--- config.mk ---
export PLATFORM = sky130hd
export DESIGN_NAME = rob_mt
export DESIGN_NICKNAME = d
export VERILOG_FILES = /design/src/rtl/rob_pkg.sv /design/src/rtl/rob_tq.sv /design/src/rtl/rob_share.sv /design/src/rtl/rob_mt.sv
export SDC_FILE = /design/constraint.sdc
export NUM_CORES = 1
export LEC_CHECK = 0
export CORE_AREA = 2 2 254 256
export DETAILED_ROUTE_END_ITERATION = 7
export DIE_AREA = 0 0 256 258
export GPL_ROUTABILITY_DRIVEN = 0
export GPL_TIMING_DRIVEN = 0
export MAX_ROUTING_LAYER = met4
export SETUP_SLACK_MARGIN = 0.15
export SLEW_MARGIN = 15
export SYNTH_ARGS = -nofsm -noshare
export SYNTH_HDL_FRONTEND = slang
export SYNTH_SLANG_ARGS = --single-unit
--- constraint.sdc ---
create_clock -name clk -period 16 [get_ports clk]
set_input_delay 3.2 -clock clk [delete_from_list [all_inputs] [get_ports clk]]
set_output_delay 3.2 -clock clk [all_outputs]
set_load 0.01 [all_outputs]
--- src/rtl/rob_pkg.sv ---
package rob_pkg;
  typedef enum logic [1:0] {
    TS_IDLE = 2'd0,
    TS_RUN  = 2'd1,
    TS_SQ   = 2'd2
  } tstat_e;

  typedef enum logic [1:0] {
    SHR_DYN  = 2'd0,
    SHR_PART = 2'd1,
    SHR_THR  = 2'd2
  } share_e;
endpackage

--- src/rtl/rob_tq.sv ---
// One thread's in-order queue with a multi-cycle backward squash walk.
// DEPTH must be a power of two so that the pointers wrap naturally.
module rob_tq
  import rob_pkg::*;
#(
  parameter int DEPTH = 8,
  parameter int SW    = 2,
  parameter int SEQW  = 16,
  localparam int AW   = $clog2(DEPTH),
  localparam int CW   = $clog2(DEPTH + 1)
) (
  input  logic            clk,
  input  logic            rst,
  input  logic            push,
  input  logic [SEQW-1:0] push_seq,
  input  logic            cmpl,
  input  logic [AW-1:0]   cmpl_idx,
  input  logic            pop_req,
  input  logic            sq_start,
  input  logic [SEQW-1:0] sq_seq,
  output logic [CW-1:0]   cnt,
  output logic [AW-1:0]   tail_idx,
  output logic [SEQW-1:0] head_seq,
  output logic            pop_fire,
  output logic            busy,
  output logic            sq_done,
  output logic [1:0]      status
);
  logic [SEQW-1:0] seq_mem [DEPTH];
  logic [DEPTH-1:0] done_q, kill_q, kill_set;
  logic [AW-1:0]   head_q, tail_q, walk_q;
  logic [CW-1:0]   cnt_q, left_q, n_mark;
  logic [SEQW-1:0] sqseq_q;
  logic            sq_active_q, sq_done_q, stop, finish, sq_go, push_ok;

  assign sq_go   = sq_start && !sq_active_q;
  assign push_ok = push && !sq_active_q && !sq_start;
  assign pop_fire = pop_req && !sq_active_q && !sq_start && (cnt_q != '0)
                    && done_q[head_q] && !kill_q[head_q];

  // Backward walk: up to SW entries per cycle, stops at the first older one.
  always_comb begin
    n_mark   = '0;
    stop     = 1'b0;
    kill_set = '0;
    for (int j = 0; j < SW; j++) begin
      if (!stop && (CW'(j) < left_q)) begin
        if ($signed(SEQW'(seq_mem[walk_q - AW'(j)] - sqseq_q)) > 0) begin
          n_mark = n_mark + CW'(1);
          kill_set[walk_q - AW'(j)] = 1'b1;
        end else begin
          stop = 1'b1;
        end
      end
    end
    finish = sq_active_q && (stop || (left_q == n_mark));
  end

  always_ff @(posedge clk) begin
    if (push_ok) seq_mem[tail_q] <= push_seq;
  end

  always_ff @(posedge clk) begin
    if (rst) begin
      head_q      <= '0;
      tail_q      <= '0;
      cnt_q       <= '0;
      walk_q      <= '0;
      left_q      <= '0;
      sqseq_q     <= '0;
      sq_active_q <= 1'b0;
      sq_done_q   <= 1'b1;
      done_q      <= '0;
      kill_q      <= '0;
    end else begin
      if (cmpl) done_q[cmpl_idx] <= 1'b1;
      if (sq_go) begin
        sq_active_q <= 1'b1;
        sq_done_q   <= 1'b0;
        sqseq_q     <= sq_seq;
        walk_q      <= tail_q - AW'(1);
        left_q      <= cnt_q;
      end else if (sq_active_q) begin
        walk_q <= walk_q - AW'(n_mark);
        left_q <= left_q - n_mark;
        cnt_q  <= cnt_q - n_mark;
        kill_q <= kill_q | kill_set;
        if (finish) begin
          sq_active_q <= 1'b0;
          sq_done_q   <= 1'b1;
          tail_q      <= walk_q - AW'(n_mark) + AW'(1);
        end
      end else begin
        if (push_ok) begin
          tail_q         <= tail_q + AW'(1);
          done_q[tail_q] <= 1'b0;
          kill_q[tail_q] <= 1'b0;
        end
        if (pop_fire) head_q <= head_q + AW'(1);
        cnt_q <= cnt_q + CW'(push_ok) - CW'(pop_fire);
      end
    end
  end

  assign cnt      = cnt_q;
  assign tail_idx = tail_q;
  assign head_seq = seq_mem[head_q];
  assign busy     = sq_active_q;
  assign sq_done  = sq_done_q;
  assign status   = sq_active_q ? TS_SQ : ((cnt_q == '0) ? TS_IDLE : TS_RUN);


  pop_blocked_chk: assert property (@(posedge clk) disable iff (rst)
    sq_active_q |-> !pop_fire);

  sq_clear_chk: assert property (@(posedge clk) disable iff (rst)
    sq_go |=> !sq_done_q);

  cnt_bound_chk: assert property (@(posedge clk) disable iff (rst)
    cnt_q <= CW'(DEPTH));

  pop_count_chk: assert property (@(posedge clk) disable iff (rst)
    (pop_fire && !push_ok) |=> (cnt_q == $past(cnt_q) - CW'(1)));
endmodule

--- src/rtl/rob_share.sv ---
// Per-thread cap from the sharing policy, plus pool and thread free counts.
module rob_share
  import rob_pkg::*;
#(
  parameter int NT  = 2,
  parameter int N   = 8,
  parameter int PCT = 50,
  localparam int CW = $clog2(N + 1)
) (
  input  logic                   clk,
  input  logic                   rst,
  input  logic [1:0]             policy,
  input  logic [NT-1:0]          active,
  input  logic [NT-1:0][CW-1:0]  cnt,
  output logic [CW-1:0]          free_total,
  output logic [NT-1:0][CW-1:0]  thr_free,
  output logic [NT-1:0]          thr_full
);
  logic [CW-1:0] cap, total;
  int            n_act;

  always_comb begin
    n_act = 0;
    for (int t = 0; t < NT; t++) n_act = n_act + int'(active[t]);
    case (share_e'(policy))
      SHR_PART: begin
        cap = '0;
        for (int k = 1; k <= NT; k++) if (n_act == k) cap = CW'(N / k);
      end
      SHR_THR: cap = CW'((N * PCT) / 100);
      default: cap = CW'(N);
    endcase
  end

  always_comb begin
    total = '0;
    for (int t = 0; t < NT; t++) total = total + cnt[t];
    free_total = CW'(N) - total;
  end

  generate
    for (genvar t = 0; t < NT; t++) begin : g_free
      logic [CW-1:0] room;
      assign room        = (cnt[t] >= cap) ? '0 : cap - cnt[t];
      assign thr_free[t] = (room > free_total) ? free_total : room;
      assign thr_full[t] = (cnt[t] >= cap);
    end
  endgenerate


  free_bound_chk: assert property (@(posedge clk) disable iff (rst)
    free_total <= CW'(N));
endmodule

--- src/rtl/rob_mt.sv ---
module rob_mt
  import rob_pkg::*;
#(
  parameter int NT   = 2,
  parameter int N    = 8,
  parameter int SW   = 2,
  parameter int SEQW = 16,
  parameter int PCT  = 50,
  localparam int TW  = (NT > 1) ? $clog2(NT) : 1,
  localparam int AW  = $clog2(N),
  localparam int CW  = $clog2(N + 1)
) (
  input  logic               clk,
  input  logic               rst,
  input  logic [1:0]         policy,
  input  logic [NT-1:0]      thr_active,
  input  logic               ins_valid,
  input  logic [TW-1:0]      ins_tid,
  input  logic [SEQW-1:0]    ins_seq,
  output logic               ins_ok,
  output logic [AW-1:0]      ins_slot,
  input  logic               cmp_valid,
  input  logic [TW-1:0]      cmp_tid,
  input  logic [AW-1:0]      cmp_slot,
  input  logic [NT-1:0]      ret_req,
  output logic [NT-1:0]      ret_fire,
  output logic [NT*SEQW-1:0] head_seq,
  input  logic               sq_valid,
  input  logic [TW-1:0]      sq_tid,
  input  logic [SEQW-1:0]    sq_seq,
  output logic [CW-1:0]      free_total,
  output logic [NT*CW-1:0]   thr_free,
  output logic               rob_full,
  output logic               rob_empty,
  output logic [NT-1:0]      thr_full,
  output logic [NT-1:0]      thr_empty,
  output logic [NT-1:0]      sq_done,
  output logic               all_sq_done,
  output logic [NT*2-1:0]    thr_status
);
  logic [NT-1:0][CW-1:0] cnt_w, free_w;
  logic [NT-1:0][AW-1:0] tail_w;
  logic [NT-1:0]         busy_w, hold_w;

  generate
    for (genvar t = 0; t < NT; t++) begin : g_thr
      assign hold_w[t] = busy_w[t] || (sq_valid && (int'(sq_tid) == t));
      rob_tq #(.DEPTH(N), .SW(SW), .SEQW(SEQW)) u_tq (
        .clk      (clk),
        .rst      (rst),
        .push     (ins_ok && (int'(ins_tid) == t)),
        .push_seq (ins_seq),
        .cmpl     (cmp_valid && (int'(cmp_tid) == t)),
        .cmpl_idx (cmp_slot),
        .pop_req  (ret_req[t]),
        .sq_start (sq_valid && (int'(sq_tid) == t)),
        .sq_seq   (sq_seq),
        .cnt      (cnt_w[t]),
        .tail_idx (tail_w[t]),
        .head_seq (head_seq[t*SEQW +: SEQW]),
        .pop_fire (ret_fire[t]),
        .busy     (busy_w[t]),
        .sq_done  (sq_done[t]),
        .status   (thr_status[t*2 +: 2])
      );
      assign thr_empty[t] = (cnt_w[t] == '0);
    end
  endgenerate

  rob_share #(.NT(NT), .N(N), .PCT(PCT)) u_share (
    .clk        (clk),
    .rst        (rst),
    .policy     (policy),
    .active     (thr_active),
    .cnt        (cnt_w),
    .free_total (free_total),
    .thr_free   (free_w),
    .thr_full   (thr_full)
  );

  assign thr_free    = free_w;
  assign ins_ok      = ins_valid && (int'(ins_tid) < NT) && thr_active[ins_tid]
                       && !hold_w[ins_tid] && (free_w[ins_tid] != '0);
  assign ins_slot    = tail_w[ins_tid];
  assign rob_full    = (free_total == '0);
  assign rob_empty   = (free_total == CW'(N));
  assign all_sq_done = &sq_done;


  ins_room_chk: assert property (@(posedge clk) disable iff (rst)
    ins_ok |=> !rob_empty);
endmodule

==> out/metrics.csv, run 1 <==
metric;value;unit
grt_max_degree;19;
whs_path_depth;2;
area_growth;17.0;%
initial_core_util;36.5;%
rsz0062_at_grt;false;
dieArea;66000;µm²
port-buffer-count;111;
drv_cap;0;
ys_seq_elements;370;
grt_pass1_vias;18300;
yosys.area.top_type_share;33.1;%
drc_errors;0;
worstSetupPathType;in -> out;
numCtsBuffers;42;
holdCritStartpoint;g_thr[0].u_tq.sqseq_q[12];
startpoint_type;input port;
required;12800;ps
dp.cells;3003;
synth.area.top_cells;edfxtp_1, mux4_2, dfxtp_1, ha_1, mux2i_1;
postCtsHoldBufs;0;
detail_route.iter0.violations;1850;
wl_per_cell;24.9;µm
tightestPinTransition;1190;ps
firstDrtPassIters;6;
yosysTopAreaCell;edfxtp_1;
hold_end;g_thr[0].u_tq.sqseq_q[12];
syn_area;23200;µm²
yosysUniqueCellTypes;89;
grt.total_usage;23.5;%
power_density;160;nW/µm²
relSlewSlack;20.7;%
layout_common_cells;edfxtp_1, nand2_1, mux4_2, a21oi_1, dfxtp_1;
place_hpwl;56.4;mm
clk_latency;590;ps
grt_pass1_wl;113;mm
cts_root_buf;clkbuf_16;
final_common_cell;edfxtp_1;
postCtsSetupRepairBufs;0;
reg2reg_slack;6420;ps
placed_area;25700;µm²
ys_seq_area_share;43.0;%
htreeDepth;2;
setup_viol;0;
avgSynthCellArea;11.5;µm²
finalHoldViolCount;0;
instances_no_fill;3086;
synth_fp_nets;2185;
wl;76.8;mm
fin_ws;5230;ps
postRouteAntennaNets;0;
synthCells;2014;
rows;93;
p_leak;9.01;nW
finalCritPeriodShare;67.3;%
yosys_warnings;0;
total_power;0.00434;W
finalSetupTns;0;ps
grt-ovfl-total;0;
routed-wl-met3;6.89;mm
synth_edf_count;256;
ios;112;
wl_met2;35.6;mm
r2r-end;g_thr[1].u_tq.tail_idx[2];
fin_skew;22.2;ps
drive_gt1_share;16.2;%
post-place-ws;5330;ps
wl_met1;32.1;mm
endpoint_kind;output pin;
final_net_count;2363;
design_area;27100;µm²
r2r_start;g_thr[1].u_tq.walk_q[0];
nFillCells;5908;
peakVddDrop;0.155;mV
antenna_found_initial;5;
cts_buffer_depth;3;
status;complete, no violations;
avgViaCountPerCell;5.99;
fmax;92.9;MHz
post-route-min-period;10770;ps
routed.top_layer;met4;
rr_worst_depth;33;
die_w;256;µm
hold_class;reg -> reg;
vias;18500;
clk_pin_slew;60;ps
crit_arrival;7570;ps
coreArea;63600;µm²
ys.flop_type;edfxtp_1;
die_h;258;µm
slew_violations;0;
critical_path.max_fanout;7;
ys_async_sr_fraction;0;%
cts-resized-gates;0;
tritoncts;done;
cts.sinks;370;
## area by class of cell
cell class / instances / area, µm² / area share [%]
flip-flops and latches: 370 / 9970 / 36.7
multi-input cells: 1433 / 12500 / 46.1
diodes: 5 / 12.5 / 0.0461
clock inverters: 22 / 235 / 0.867
plain buffers: 107 / 438 / 1.61
well taps: 855 / 1070 / 3.94
clock buffers: 56 / 1180 / 4.37
inverters: 104 / 390 / 1.44
repair buffers: 134 / 1340 / 4.92
## worst max-delay path by stage
stage | start | endpoint | cells after the start
4_1_cts | policy[1] | ins_ok | 17
5_1_grt | policy[1] | ins_ok | 17
6_report | policy[1] | ins_ok | 17
2_1_floorplan | thr_active[0] | ins_ok | 15
3_5_place_dp | policy[1] | ins_ok | 17
3_3_place_gp | policy[1] | ins_ok | 17
## metrics by stage
step,util (%),hold WS [ps]
CTS,42.6,457
floorplan,-,436
detailed placement,40.4,450
finish,42.6,458
global placement,39.9,447
global route,42.6,472
## layer usage
| layer | track usage (%) | vias to the layer above |
|---|---|---|
| met4 | 7.47 | 0 |
| met1 | 30.4 | 9152 |
| met2 | 37.1 | 899 |
| li1 | - | 8285 |
| met3 | 4.64 | 164 |
| met5 | - | - |
## worst max-delay path, stage by stage
cell	delay, ps
clkdlybuf4s50_1	510
inv_1	60
ha_1	200
o21ai_0	310
ha_1	340
and3_1	200
a21oi_1	290
nor2b_1	120
ha_1	320
nor2b_1	140
o21a_1	160
o21a_1	170
o21ai_1	460
o2111ai_1	190
a31oi_1	220
o21a_1	150
clkdlybuf4s50_1	530
## flip-flops by register name, summed over array words and instances (netlist names), named ones only
signal	cells
g_thr.u_tq.busy	2
g_thr.u_tq.kill_q	16
g_thr.u_tq.head_q	6
g_thr.u_tq.walk_q	6
g_thr.u_tq.done_q	16
g_thr.u_tq.cnt	8
g_thr.u_tq.seq_mem	256
g_thr.u_tq.sqseq_q	32
g_thr.u_tq.tail_idx	6
g_thr.u_tq.left_q	8
g_thr.u_tq.sq_done	2
## kinds of logic after synthesis
group	synth area share, %
AO/OA/AOI/OAI	14.8
AND/OR/NAND/NOR	10.6
flip-flops	43.0
multiplexers	19.2
buffers and inverters	3.54
adder cells (fa/ha/maj)	7.09
XOR/XNOR	1.81
## Yosys cell counts (20+ instances only)
cell / count
dfxtp_1: 114
o21ai_0: 47
buf_1: 26
inv_1: 103
xor2_1: 20
edfxtp_1: 256
o22ai_1: 39
nand2_1: 135
and3_1: 25
nand4_1: 29
o21a_1: 22
ha_1: 109
xnor2_1: 28
a211oi_1: 30
nor2_1: 117
mux4_2: 130
clkbuf_1: 70
nor3_1: 48
mux2_2: 62
a21oi_1: 117
a21o_1: 25
mux2i_1: 82
a22oi_1: 67
nand2b_1: 20
## power breakdown
group          leakage (nW)  total (W)  internal [W]  switching, W
combinational          5.09    0.00224      0.000938       0.00131
clock                 0.690   0.000985      0.000575      0.000410
sequential             3.23    0.00111       0.00107     0.0000395
total                  9.01    0.00434       0.00258       0.00176
Note: power is estimated with default switching activity, not from simulation.
==> inputs of run 2 (changes only) <==
- clock period: 16 -> 11.2 ns (I/O delays scaled with it)
==> results of run 2 <==
Same layout as run 1 (identical final DEF). Status: complete, no violations.
Among the figures that moved: setup slack after placement 5330 ps -> 1890 ps; setup slack after layout 5230 ps -> 1620 ps; start point of the critical path policy[1] -> g_thr[1].u_tq.walk_q[0]; end point of the critical path ins_ok -> g_thr[1].u_tq.tail_idx[2]; register-to-register setup slack 6420 ps -> 1620 ps; total power 0.00434 W -> 0.00619 W; worst IR drop on VDD 0.155 mV -> 0.221 mV
